### config.mk
export PLATFORM = sky130hd
export DESIGN_NAME = merge_align_unit
export DESIGN_NICKNAME = d
export VERILOG_FILES = /design/src/rtl/merge_align_pkg.sv /design/src/rtl/shift_merge.sv /design/src/rtl/byte_merge.sv /design/src/rtl/merge_align_unit.sv
export SDC_FILE = /design/constraint.sdc
export NUM_CORES = 1
export LEC_CHECK = 0
export BUFFER_PORTS_ARGS = -buffer_cell sky130_fd_sc_hd__buf_4
export CAP_MARGIN = 20
export CORE_UTILIZATION = 30
export DETAILED_ROUTE_END_ITERATION = 7
export SLEW_MARGIN = 10
export SYNTH_ARGS = -nofsm -noshare
export SYNTH_HDL_FRONTEND = slang
export SYNTH_SLANG_ARGS = --single-unit
### constraint.sdc
create_clock -name clk -period 9.35 [get_ports clk]
set_clock_uncertainty 0.15 [all_clocks]
set_input_delay 1.87 -clock clk [delete_from_list [all_inputs] [get_ports clk]]
set_output_delay 1.87 -clock clk [all_outputs]
set_load 0.05 [all_outputs]
### src/rtl/merge_align_pkg.sv
package merge_align_pkg;
  typedef enum logic [2:0] {
    OP_APPEND  = 3'd0,
    OP_PREPEND = 3'd1,
    OP_BALIGN  = 3'd2,
    OP_PACKRL  = 3'd3
  } merge_op_e;
endpackage

### src/rtl/shift_merge.sv
module shift_merge #(
  parameter int DATA_W = 32,
  localparam int SH_W = $clog2(DATA_W)
) (
  input  logic [DATA_W-1:0] a_i,
  input  logic [DATA_W-1:0] b_i,
  input  logic [SH_W-1:0]   sh_i,
  output logic [DATA_W-1:0] append_o,
  output logic [DATA_W-1:0] prepend_o
);
  // b moves up, low s bits of a fill beneath
  function automatic logic [DATA_W-1:0] f_append(
    input logic [DATA_W-1:0] a, input logic [DATA_W-1:0] b, input logic [SH_W-1:0] s);
    logic [DATA_W-1:0] keep;
    keep = ~({DATA_W{1'b1}} << s);
    return (b << s) | (a & keep);
  endfunction

  // b moves down, low s bits of a fill above; s = 0 passes b
  function automatic logic [DATA_W-1:0] f_prepend(
    input logic [DATA_W-1:0] a, input logic [DATA_W-1:0] b, input logic [SH_W-1:0] s);
    int unsigned up;
    if (s == '0) return b;
    up = DATA_W - int'(s);
    return (a << up) | (b >> s);
  endfunction

  always_comb begin
    append_o  = f_append(a_i, b_i, sh_i);
    prepend_o = f_prepend(a_i, b_i, sh_i);
  end
endmodule

### src/rtl/byte_merge.sv
module byte_merge #(
  parameter int DATA_W = 32,
  localparam int NB   = DATA_W / 8,
  localparam int BP_W = $clog2(NB),
  localparam int HW   = DATA_W / 2
) (
  input  logic [DATA_W-1:0] a_i,
  input  logic [DATA_W-1:0] b_i,
  input  logic [BP_W-1:0]   pos_i,
  output logic [DATA_W-1:0] align_o,
  output logic [DATA_W-1:0] pack_o
);
  // even position passes b; odd joins b's low bytes with a's high bytes
  function automatic logic [DATA_W-1:0] f_align(
    input logic [DATA_W-1:0] a, input logic [DATA_W-1:0] b, input logic [BP_W-1:0] p);
    int unsigned up, dn;
    if (!p[0]) return b;
    up = 8 * int'(p);
    dn = 8 * (NB - int'(p));
    return (b << up) | (a >> dn);
  endfunction

  function automatic logic [DATA_W-1:0] f_pack(
    input logic [DATA_W-1:0] a, input logic [DATA_W-1:0] b);
    return {a[HW-1:0], b[DATA_W-1:HW]};
  endfunction

  always_comb begin
    align_o = f_align(a_i, b_i, pos_i);
    pack_o  = f_pack(a_i, b_i);
  end
endmodule

### src/rtl/merge_align_unit.sv
module merge_align_unit #(
  parameter int DATA_W   = 32,
  parameter int AMT_IN_W = 8,
  localparam int SH_W  = $clog2(DATA_W),
  localparam int BP_W  = $clog2(DATA_W / 8),
  localparam int EXT_W = 2 * DATA_W
) (
  input  logic                clk,
  input  logic                rst_n,
  input  logic                op_valid,
  input  logic [2:0]          op_code,
  input  logic [DATA_W-1:0]   src_a,
  input  logic [DATA_W-1:0]   src_b,
  input  logic [AMT_IN_W-1:0] amount,
  output logic [DATA_W-1:0]   result,
  output logic [EXT_W-1:0]    result_ext,
  output logic                illegal_op
);
  import merge_align_pkg::*;

  logic [SH_W-1:0]   amt_eff;
  logic [BP_W-1:0]   pos_eff;
  logic              unused_amt_hi;
  logic [DATA_W-1:0] app_w, pre_w, aln_w, pck_w, sel_w;
  logic              bad_op_w;
  logic              app_zero_w, pre_zero_w, aln_even_w;

  assign amt_eff       = amount[SH_W-1:0];
  assign pos_eff       = amount[BP_W-1:0];
  assign unused_amt_hi = ^amount[AMT_IN_W-1:SH_W];

  shift_merge #(.DATA_W(DATA_W)) u_shift (
    .a_i(src_a), .b_i(src_b), .sh_i(amt_eff),
    .append_o(app_w), .prepend_o(pre_w)
  );

  byte_merge #(.DATA_W(DATA_W)) u_byte (
    .a_i(src_a), .b_i(src_b), .pos_i(pos_eff),
    .align_o(aln_w), .pack_o(pck_w)
  );

  always_comb begin
    bad_op_w = 1'b0;
    case (op_code)
      OP_APPEND:  sel_w = app_w;
      OP_PREPEND: sel_w = pre_w;
      OP_BALIGN:  sel_w = aln_w;
      OP_PACKRL:  sel_w = pck_w;
      default: begin
        sel_w    = '0;
        bad_op_w = 1'b1;
      end
    endcase
  end

  // events named for the checks below
  assign app_zero_w = op_valid && (op_code == OP_APPEND)  && (amt_eff == '0);
  assign pre_zero_w = op_valid && (op_code == OP_PREPEND) && (amt_eff == '0);
  assign aln_even_w = op_valid && (op_code == OP_BALIGN)  && !pos_eff[0];

  always_ff @(posedge clk) begin
    if (!rst_n) begin
      result     <= '0;
      illegal_op <= 1'b0;
    end else begin
      illegal_op <= op_valid && bad_op_w;
      if (op_valid) result <= sel_w;
    end
  end

  assign result_ext = {{(EXT_W-DATA_W){result[DATA_W-1]}}, result};

  assert_append_zero_R3: assert property (@(posedge clk) disable iff (!rst_n)
    app_zero_w |=> (result == $past(src_b)));

  assert_prepend_zero_R5: assert property (@(posedge clk) disable iff (!rst_n)
    pre_zero_w |=> (result == $past(src_b)));

  assert_align_even_R7: assert property (@(posedge clk) disable iff (!rst_n)
    aln_even_w |=> (result == $past(src_b)));

  assert_illegal_zero_R10: assert property (@(posedge clk) disable iff (!rst_n)
    (op_valid && bad_op_w) |=> (illegal_op && (result == '0)));

  assert_illegal_pulse_R10: assert property (@(posedge clk) disable iff (!rst_n)
    !op_valid |=> !illegal_op);

  assert_hold_idle_R12: assert property (@(posedge clk) disable iff (!rst_n)
    !op_valid |=> $stable(result));
endmodule

# Word level (Yosys, flattened, before mapping)
# Index checks and enable logic that the tools add are counted.
# op_classes
n_eq_ne	3
shift	6
n_reduce_logical	4
bitwise_logic	5
n_addsub	2
n_mux	6
# ops
op	n
one-hot mux 32 bit (4 select lines)	1
two-way mux 32 bit	3
OR 32 bit	3
<< shifter 32 x 5 -> 32 bit	2
bitwise AND 32 bit	1
inverter 32 bit	1
<< shifter 32 x 32 -> 32 bit	1
<< shifter 32 x 5 -> 32 bit, first input constant	1
right shift 32 x 32 -> 32 bit	1
right shift 32 x 5 -> 32 bit	1
subtractor 6 x 5 -> 7 bit, first input constant	1
equality test 3 x 2 -> 1 bit, second input constant	2
zero test 5 bit	1
OR reduction 4 bit	1
subtractor 3 x 2 -> 4 bit, first input constant	1
equality test 3 x 1 -> 1 bit, second input constant	1
zero test 3 bit	1
two-way mux 1 bit	2
logical AND 1 bit	1
# word_totals
wordCells	28
ff_bits	33
inputBits	78
output_inout_bits	97

# Logic depth before layout (Yosys ltp)
# Gate-level depths: netlist (run 1).
# depth
depth_word	5
mapped_depth	17
depth_no_buf	11

# By module
# A second synthesis (run 1) with hierarchy kept.
# hier_totals
cells_unflattened	1149
hier_area_um2	9686.8
# by_module_without_submodules
module	cells_per_inst	seq_area_each_um2	area_each_um2	n_inst
shift_merge	716	0.0	6045.8	1
merge_align_unit	281	660.6	2603.7	1
byte_merge	152	0.0	1037.2	1

# Worst setup path before layout (run 1)
# No wires, ideal clock.
# synth_timing
path_type	input to register
startpoint	in amount[0]
endpoint	reg result[28]
required_ps	9078
stages	16
path_buffers	7
arrival_time_ps	4958
setup_ps	122
path_slack_ps	4120
cell_sequence	buf_6 > buf_12 > inv_2 > buf_4 > buf_2 > buf_1 > ha_1 > ha_1 > buf_4 > buf_4 > mux4_2 > o21ai_1 > a21o_1 > o21ai_1 > a221o_1 > a311o_1
# synth_via
elab_chain_len	5
elab_cells_between_ends	18
classes_between	add/sub (2); shift (6); mux (4); bitwise (5); reduce/logical (1)
# synth_rtl
item	line	text
start: declaration	merge_align_unit.sv:14	input logic [AMT_IN_W-1:0] amount,
subtractor 6 x 5 -> 7 bit (tied with other cells)	shift_merge.sv:24	up = DATA_W - int'(s);
<< shifter 32 x 32 -> 32 bit (tied with other cells)	shift_merge.sv:25	return (a << up) | (b >> s);
OR 32 bit (tied with other cells)	shift_merge.sv:25	
two-way mux 32 bit (tied with other cells)	shift_merge.sv:24	
one-hot mux 32 bit (4 select lines) (*)	merge_align_unit.sv:44	case (op_code)
end signal: assignment	merge_align_unit.sv:67	if (op_valid) result <= sel_w;
end: declaration	merge_align_unit.sv:15	output logic [DATA_W-1:0] result,
# Every way passes the cells marked *; elsewhere a longest branch is shown, timed or not.
# A chain may end at the register's enable or synchronous reset.

# Worst setup path in the final report (run 1)
# layout_timing
startpoint	in amount[0]
endpoint	reg result[26]
# The elaborated chain is that of the path after synthesis.

==> results.json, run 1 <==
{
  "status": "completed",
  "period_needed_ps": 6200,
  "ctsRootBufferMaster": "clkbuf_16",
  "placed_cell_area_sq_mm": 0.0112,
  "synth_warnings": 0,
  "crit_path_end_kind": "flop",
  "arrival_ps": 6200,
  "htreeDepth": 2,
  "fin_crit_sh": 0.663,
  "hold_buffers": 0,
  "finalPower_mw": 1.16,
  "io_buffers": 171,
  "antenna_found_initial": 6,
  "syn2layout_area_growth_pct": 8.51,
  "synth_top_family_by_area": "multiplexers",
  "gp_congestion": 1.05,
  "ys_async_sr_fraction": 0,
  "seq_area_frac_synth": 0.0628,
  "clkSinkCount": 33,
  "synthTopCellsByArea": "mux4_2 16%, mux2i_1 11%, dfxtp_1 6.3%",
  "cp-start-kind": "input port",
  "grt_pass1_vias": 11480,
  "pin_count": 175,
  "final_cell_mix": "197 x buf_4, 115 x mux2i_1, 110 x nor2_1",
  "cp_max_fo": 73,
  "rrSetupSlack_ps": 7130,
  "design_area_sq_mm": 0.0114,
  "drt_iter0_drc": 1854,
  "crit_required_ps": 9350,
  "worst_slew_pin_slew_ps": 1250,
  "r2r-end": "result[13]",
  "clock_latency_ps": 300,
  "fmax_mhz": 161,
  "cp-endpoint": "result[26]",
  "synth_top_area_share": 0.156,
  "synth-simple-area-share": 0.162,
  "die_area_sq_mm": 0.0358,
  "power_per_cell_area_mw_per_mm2": 102,
  "syn-num-nets": 1400,
  "cts_buffers": 5,
  "dpl.hpwl_mm": 50.2,
  "wl_per_cell_um": 38.6,
  "rsz0062_at_grt": "no",
  "placementRows": 68,
  "fp.dieH_um": 189,
  "grt_max_degree": 74,
  "synth_compound_area_frac": 0.291,
  "peakVddDrop_mv": 0.0607,
  "cts_tree": "built",
  "clk_pin_slew_ps": 60,
  "reg2reg_depth": 4,
  "fin_nets": 1379,
  "cts_buffer_depth": 2,
  "start_util": 0.304,
  "core_area_sq_mm": 0.0345,
  "drt.antenna.violating_nets": 0,
  "synth_cell_types": 89,
  "vias_per_cell": 7.10,
  "first_pass_iters": 8,
  "synth_xor_area_frac": 0,
  "cts_setup_buffers": 0,
  "setup_slack_ps": 3150,
  "post_cts_resized": 0,
  "final_common_cell": "buf_4",
  "synth_top_cell_by_area": "mux4_2",
  "postSynthCellCount": 1317,
  "min_from": "result[10]",
  "wl_mm": 67.8,
  "muxShareOfSynthArea": 0.341,
  "slew_headroom": 0.156,
  "syn_area_sq_mm": 0.0105,
  "maxCapViolations": 0,
  "grt.total_usage": 0.370,
  "reg2reg_from": "result[13]",
  "synth-edff-count": 0,
  "synth_adder_area_share": 0.00595,
  "dp.cells": 1744,
  "final_max_slew_viol_count": 0,
  "fin_cells": 1755,
  "overflow": 0,
  "p_leak_nw": 4.33,
  "drive_gt1_frac": 0.278,
  "drcViolationCount": 0,
  "setup_violations": 0,
  "vias": 12463,
  "die_w_um": 189,
  "finalSetupTns_ps": 0,
  "place_worst_setup_slack_ps": 2900,
  "grt_pass1_wl_mm": 93.4,
  "synth_area_per_cell_sq_um": 7.98,
  "yosys_register_bits": 33,
  "crit_path_start": "amount[0]",
  "critical_path_class": "input port to flop",
  "hold_viol": 0,
  "ys.flop_type": "dfxtp_1",
  "hp-class": "flop to flop"
}
power by group:
part	switching (mW)	internal [mW]	total, mW
combinational	0.540	0.265	0.804
sequential	0.0129	0.148	0.161
clock	0.0811	0.113	0.195
total	0.634	0.526	1.16
metal layers:
layer	share of wire	global-route usage	up-vias
met5	0.00019	0	-
met4	0.066	0.207	2
met3	0.11	0.0814	206
met1	0.40	0.491	6210
li1	-	-	5044
met2	0.42	0.553	1001
final cells by class:
cell class	instances	area, sq um
multi-input cells	1035	8430
repair buffers	199	1500
well taps	455	569
diodes	3	7.51
flip-flops and latches	33	661
inverters	22	82.6
fillers	3736	23100
clock buffers	7	153
clock inverters	1	5.00
cell families after synthesis:
logic type | Yosys count
multiplexers | 247
AO/OA/AOI/OAI | 431
adder cells (fa/ha/maj) | 5
flip-flops | 33
buffers and inverters | 249
AND/OR/NAND/NOR | 352
cells in the mapped netlist, types with 6 or more instances:
| master | count |
|---|---|
| o311ai_0 | 7 |
| a211o_1 | 10 |
| nor4_1 | 6 |
| a211oi_1 | 34 |
| o22a_1 | 6 |
| clkbuf_1 | 83 |
| nand3_1 | 26 |
| buf_6 | 13 |
| or3_1 | 7 |
| buf_4 | 86 |
| a22oi_1 | 17 |
| mux4_1 | 8 |
| a31oi_1 | 22 |
| nor2b_1 | 12 |
| buf_1 | 10 |
| a311oi_1 | 6 |
| mux2_2 | 47 |
| mux4_2 | 73 |
| o31ai_1 | 6 |
| o21a_1 | 8 |
| nor2_1 | 110 |
| a221oi_1 | 19 |
| nand2_1 | 90 |
| nor3_1 | 30 |
| a222oi_1 | 6 |
| o211ai_1 | 22 |
| dfxtp_1 | 33 |
| mux2i_1 | 115 |
| buf_2 | 32 |
| o21ai_0 | 82 |
| inv_1 | 16 |
| and3_1 | 17 |
| or2_2 | 7 |
| o221ai_1 | 18 |
| nand2b_1 | 15 |
| o32ai_1 | 8 |
| a21o_1 | 8 |
| a21oi_1 | 64 |
| and2_1 | 7 |
| o22ai_1 | 16 |
state kept, by name (all words and copies together) (netlist names):
name / count
illegal_op: 1
result: 32
critical path: stages:
cell	delay, ps
buf_6	510
inv_2	40
buf_4	290
ha_2	980
buf_4	530
mux4_2	550
mux2i_1	280
o22ai_1	150
nor4_1	770
o311ai_1	170
worst min path at each step:
| stage | end | slack [ps] | cells after the start |
|---|---|---|---|
| floorplan | result[10] | 560 | 2 |
| global placement | result[10] | 350 | 2 |
| detailed placement | result[10] | 360 | 2 |
| CTS | result[10] | 370 | 2 |
| global route | result[10] | 390 | 2 |
| finish | result[10] | 360 | 2 |
metrics by stage:
step / util / hold WS [ps]
after floorplan: - / 561
after global placement: 0.325 / 352
after detailed placement: 0.326 / 360
after CTS: 0.330 / 368
after global routing: 0.330 / 387
final: 0.330 / 357
No activity file was read; power rests on OpenSTA's default activity.
==> run 2: changes to the inputs <==
==> constraint.sdc (replaced) <==
create_clock -name clk -period 5 [get_ports clk]
set_clock_uncertainty 0.15 [all_clocks]
set_input_delay 1 -clock clk [delete_from_list [all_inputs] [get_ports clk]]
set_output_delay 1 -clock clk [all_outputs]
set_load 0.05 [all_outputs]
==> results.json, run 2 (synthesis gave the netlist of run 1 again) <==
{
  "largest_register": "result",
  "fmax_mhz": 240,
  "grt_pass1_wl_mm": 98.5,
  "first_pass_iters": 8,
  "syn2layout_area_growth_pct": 11.9,
  "cp-start-kind": "input port",
  "arrival_ps": 4210,
  "drt.antenna.violating_nets": 0,
  "setup_violations": 0,
  "cp_max_fo": 33,
  "crit_path_end_kind": "flop",
  "placementRows": 68,
  "final_common_cell": "buf_4",
  "cp_slowest_cell": "clkinv_1",
  "setup_slack_ps": 842,
  "status": "completed",
  "cts_setup_buffers": 0,
  "reg_top3": "result (32), illegal_op (1)",
  "period_needed_ps": 4160,
  "fillerInstances": 3699,
  "finalPower_mw": 2.27,
  "ctsRootBufferMaster": "clkbuf_16",
  "clkSinkCount": 33,
  "path_cells": "buf_6 > inv_2 > ha_2 > ha_2 > clkinv_1 > a21oi_1 > a21oi_1 > a2111o_1 > a31o_1",
  "cts_buffers": 5,
  "place_worst_setup_slack_ps": 630,
  "peakVddDrop_mv": 0.118,
  "wl_mm": 71.9,
  "critical_path_class": "input port to flop",
  "crit_family": "compound AO/OA/AOI/OAI gates",
  "largest_reg_flops": 32,
  "overflow": 0,
  "fp.dieH_um": 189,
  "worst_slew_pin_slew_ps": 1170,
  "dpl.hpwl_mm": 53.3,
  "pin_count": 175,
  "core_area_sq_mm": 0.0345,
  "fin_crit_sh": 0.832,
  "grt_max_degree": 66,
  "hold_buffers": 0,
  "vias": 12892,
  "crit_path_max_incr_delay_ps": 660,
  "hold_viol": 0,
  "grt_pass1_vias": 11728,
  "post_cts_resized": 0,
  "p_leak_nw": 4.54,
  "gp_congestion": 1.03,
  "drive_gt1_frac": 0.298,
  "drt_iter0_drc": 1956,
  "crit_required_ps": 5050,
  "wl_per_cell_um": 40.0,
  "vias_per_cell": 7.18,
  "final_cell_mix": "233 x buf_4, 115 x mux2i_1, 110 x nor2_1",
  "slew_headroom": 0.219,
  "rsz0062_at_grt": "no",
  "die_w_um": 189,
  "start_util": 0.304,
  "fin_nets": 1418,
  "grt.total_usage": 0.394,
  "final_max_slew_viol_count": 0,
  "hp-class": "flop to flop",
  "antenna_found_initial": 7,
  "io_buffers": 171,
  "cp_num_buf_inv": 3,
  "power_per_cell_area_mw_per_mm2": 193,
  "cts_buffer_depth": 2,
  "die_area_sq_mm": 0.0358,
  "clk_pin_slew_ps": 60,
  "drcViolationCount": 0,
  "cts_tree": "built",
  "maxCapViolations": 0,
  "htreeDepth": 2,
  "clock_latency_ps": 300,
  "finalSetupTns_ps": 0
}
[run 2: layout make-up]
cell class                      count  area [sq um]  area share
Clock inverter                      1          30.0     0.00255
Antenna cell                        4          10.0    0.000851
Inverter                           22          82.6     0.00702
Clock buffer                        7           143      0.0121
Tap cell                          455           569      0.0484
Multi-Input combinational cell   1035          8430       0.716
Sequential cell                    33           661      0.0562
Timing Repair Buffer              238          1840       0.156
[run 2: routing by layer]
metal / part of all wire / vias to the layer above / track usage
li1: - / 5131 / -
met2: 0.43 / 1156 / 0.604
met1: 0.39 / 6402 / 0.527
met4: 0.058 / 2 / 0.185
met3: 0.12 / 201 / 0.0803
met5: 0.00018 / - / 0
[run 2: worst min-delay path, cell delays in order (launching register included)]
cell and delay (ps):
dfxtp_1 320, nand2_1 60, o211ai_1 80
[run 2: report_power, final]
part           total, mW  leakage (nW)  internal (mW)  switching [mW]
logic               1.57          4.19          0.525            1.04
registers          0.301         0.269          0.277          0.0241
clock network      0.402        0.0841          0.250           0.152
[run 2: final timing paths]
| path | startpoint | end | slack, ps | cells past startpoint |
|---|---|---|---|---|
| hold reg to reg | result[10] | result[10] | 360 | 2 |
| setup / recovery | amount[0] | result[9] | 840 | 9 |
| hold / removal | result[10] | result[10] | 360 | 2 |
| setup reg to reg | result[13] | result[13] | 2670 | 4 |
[run 2: stage by stage]
stage	util	hold slack (ps)	cells	instance area [sq um]
6_report	0.340	357	1795	11800
5_1_grt	0.340	398	1791	11800
4_1_cts	0.340	362	1791	11800
3_5_place_dp	0.335	354	1783	11600
3_3_place_gp	0.335	350	1783	11600
2_1_floorplan	-	561	1317	10500
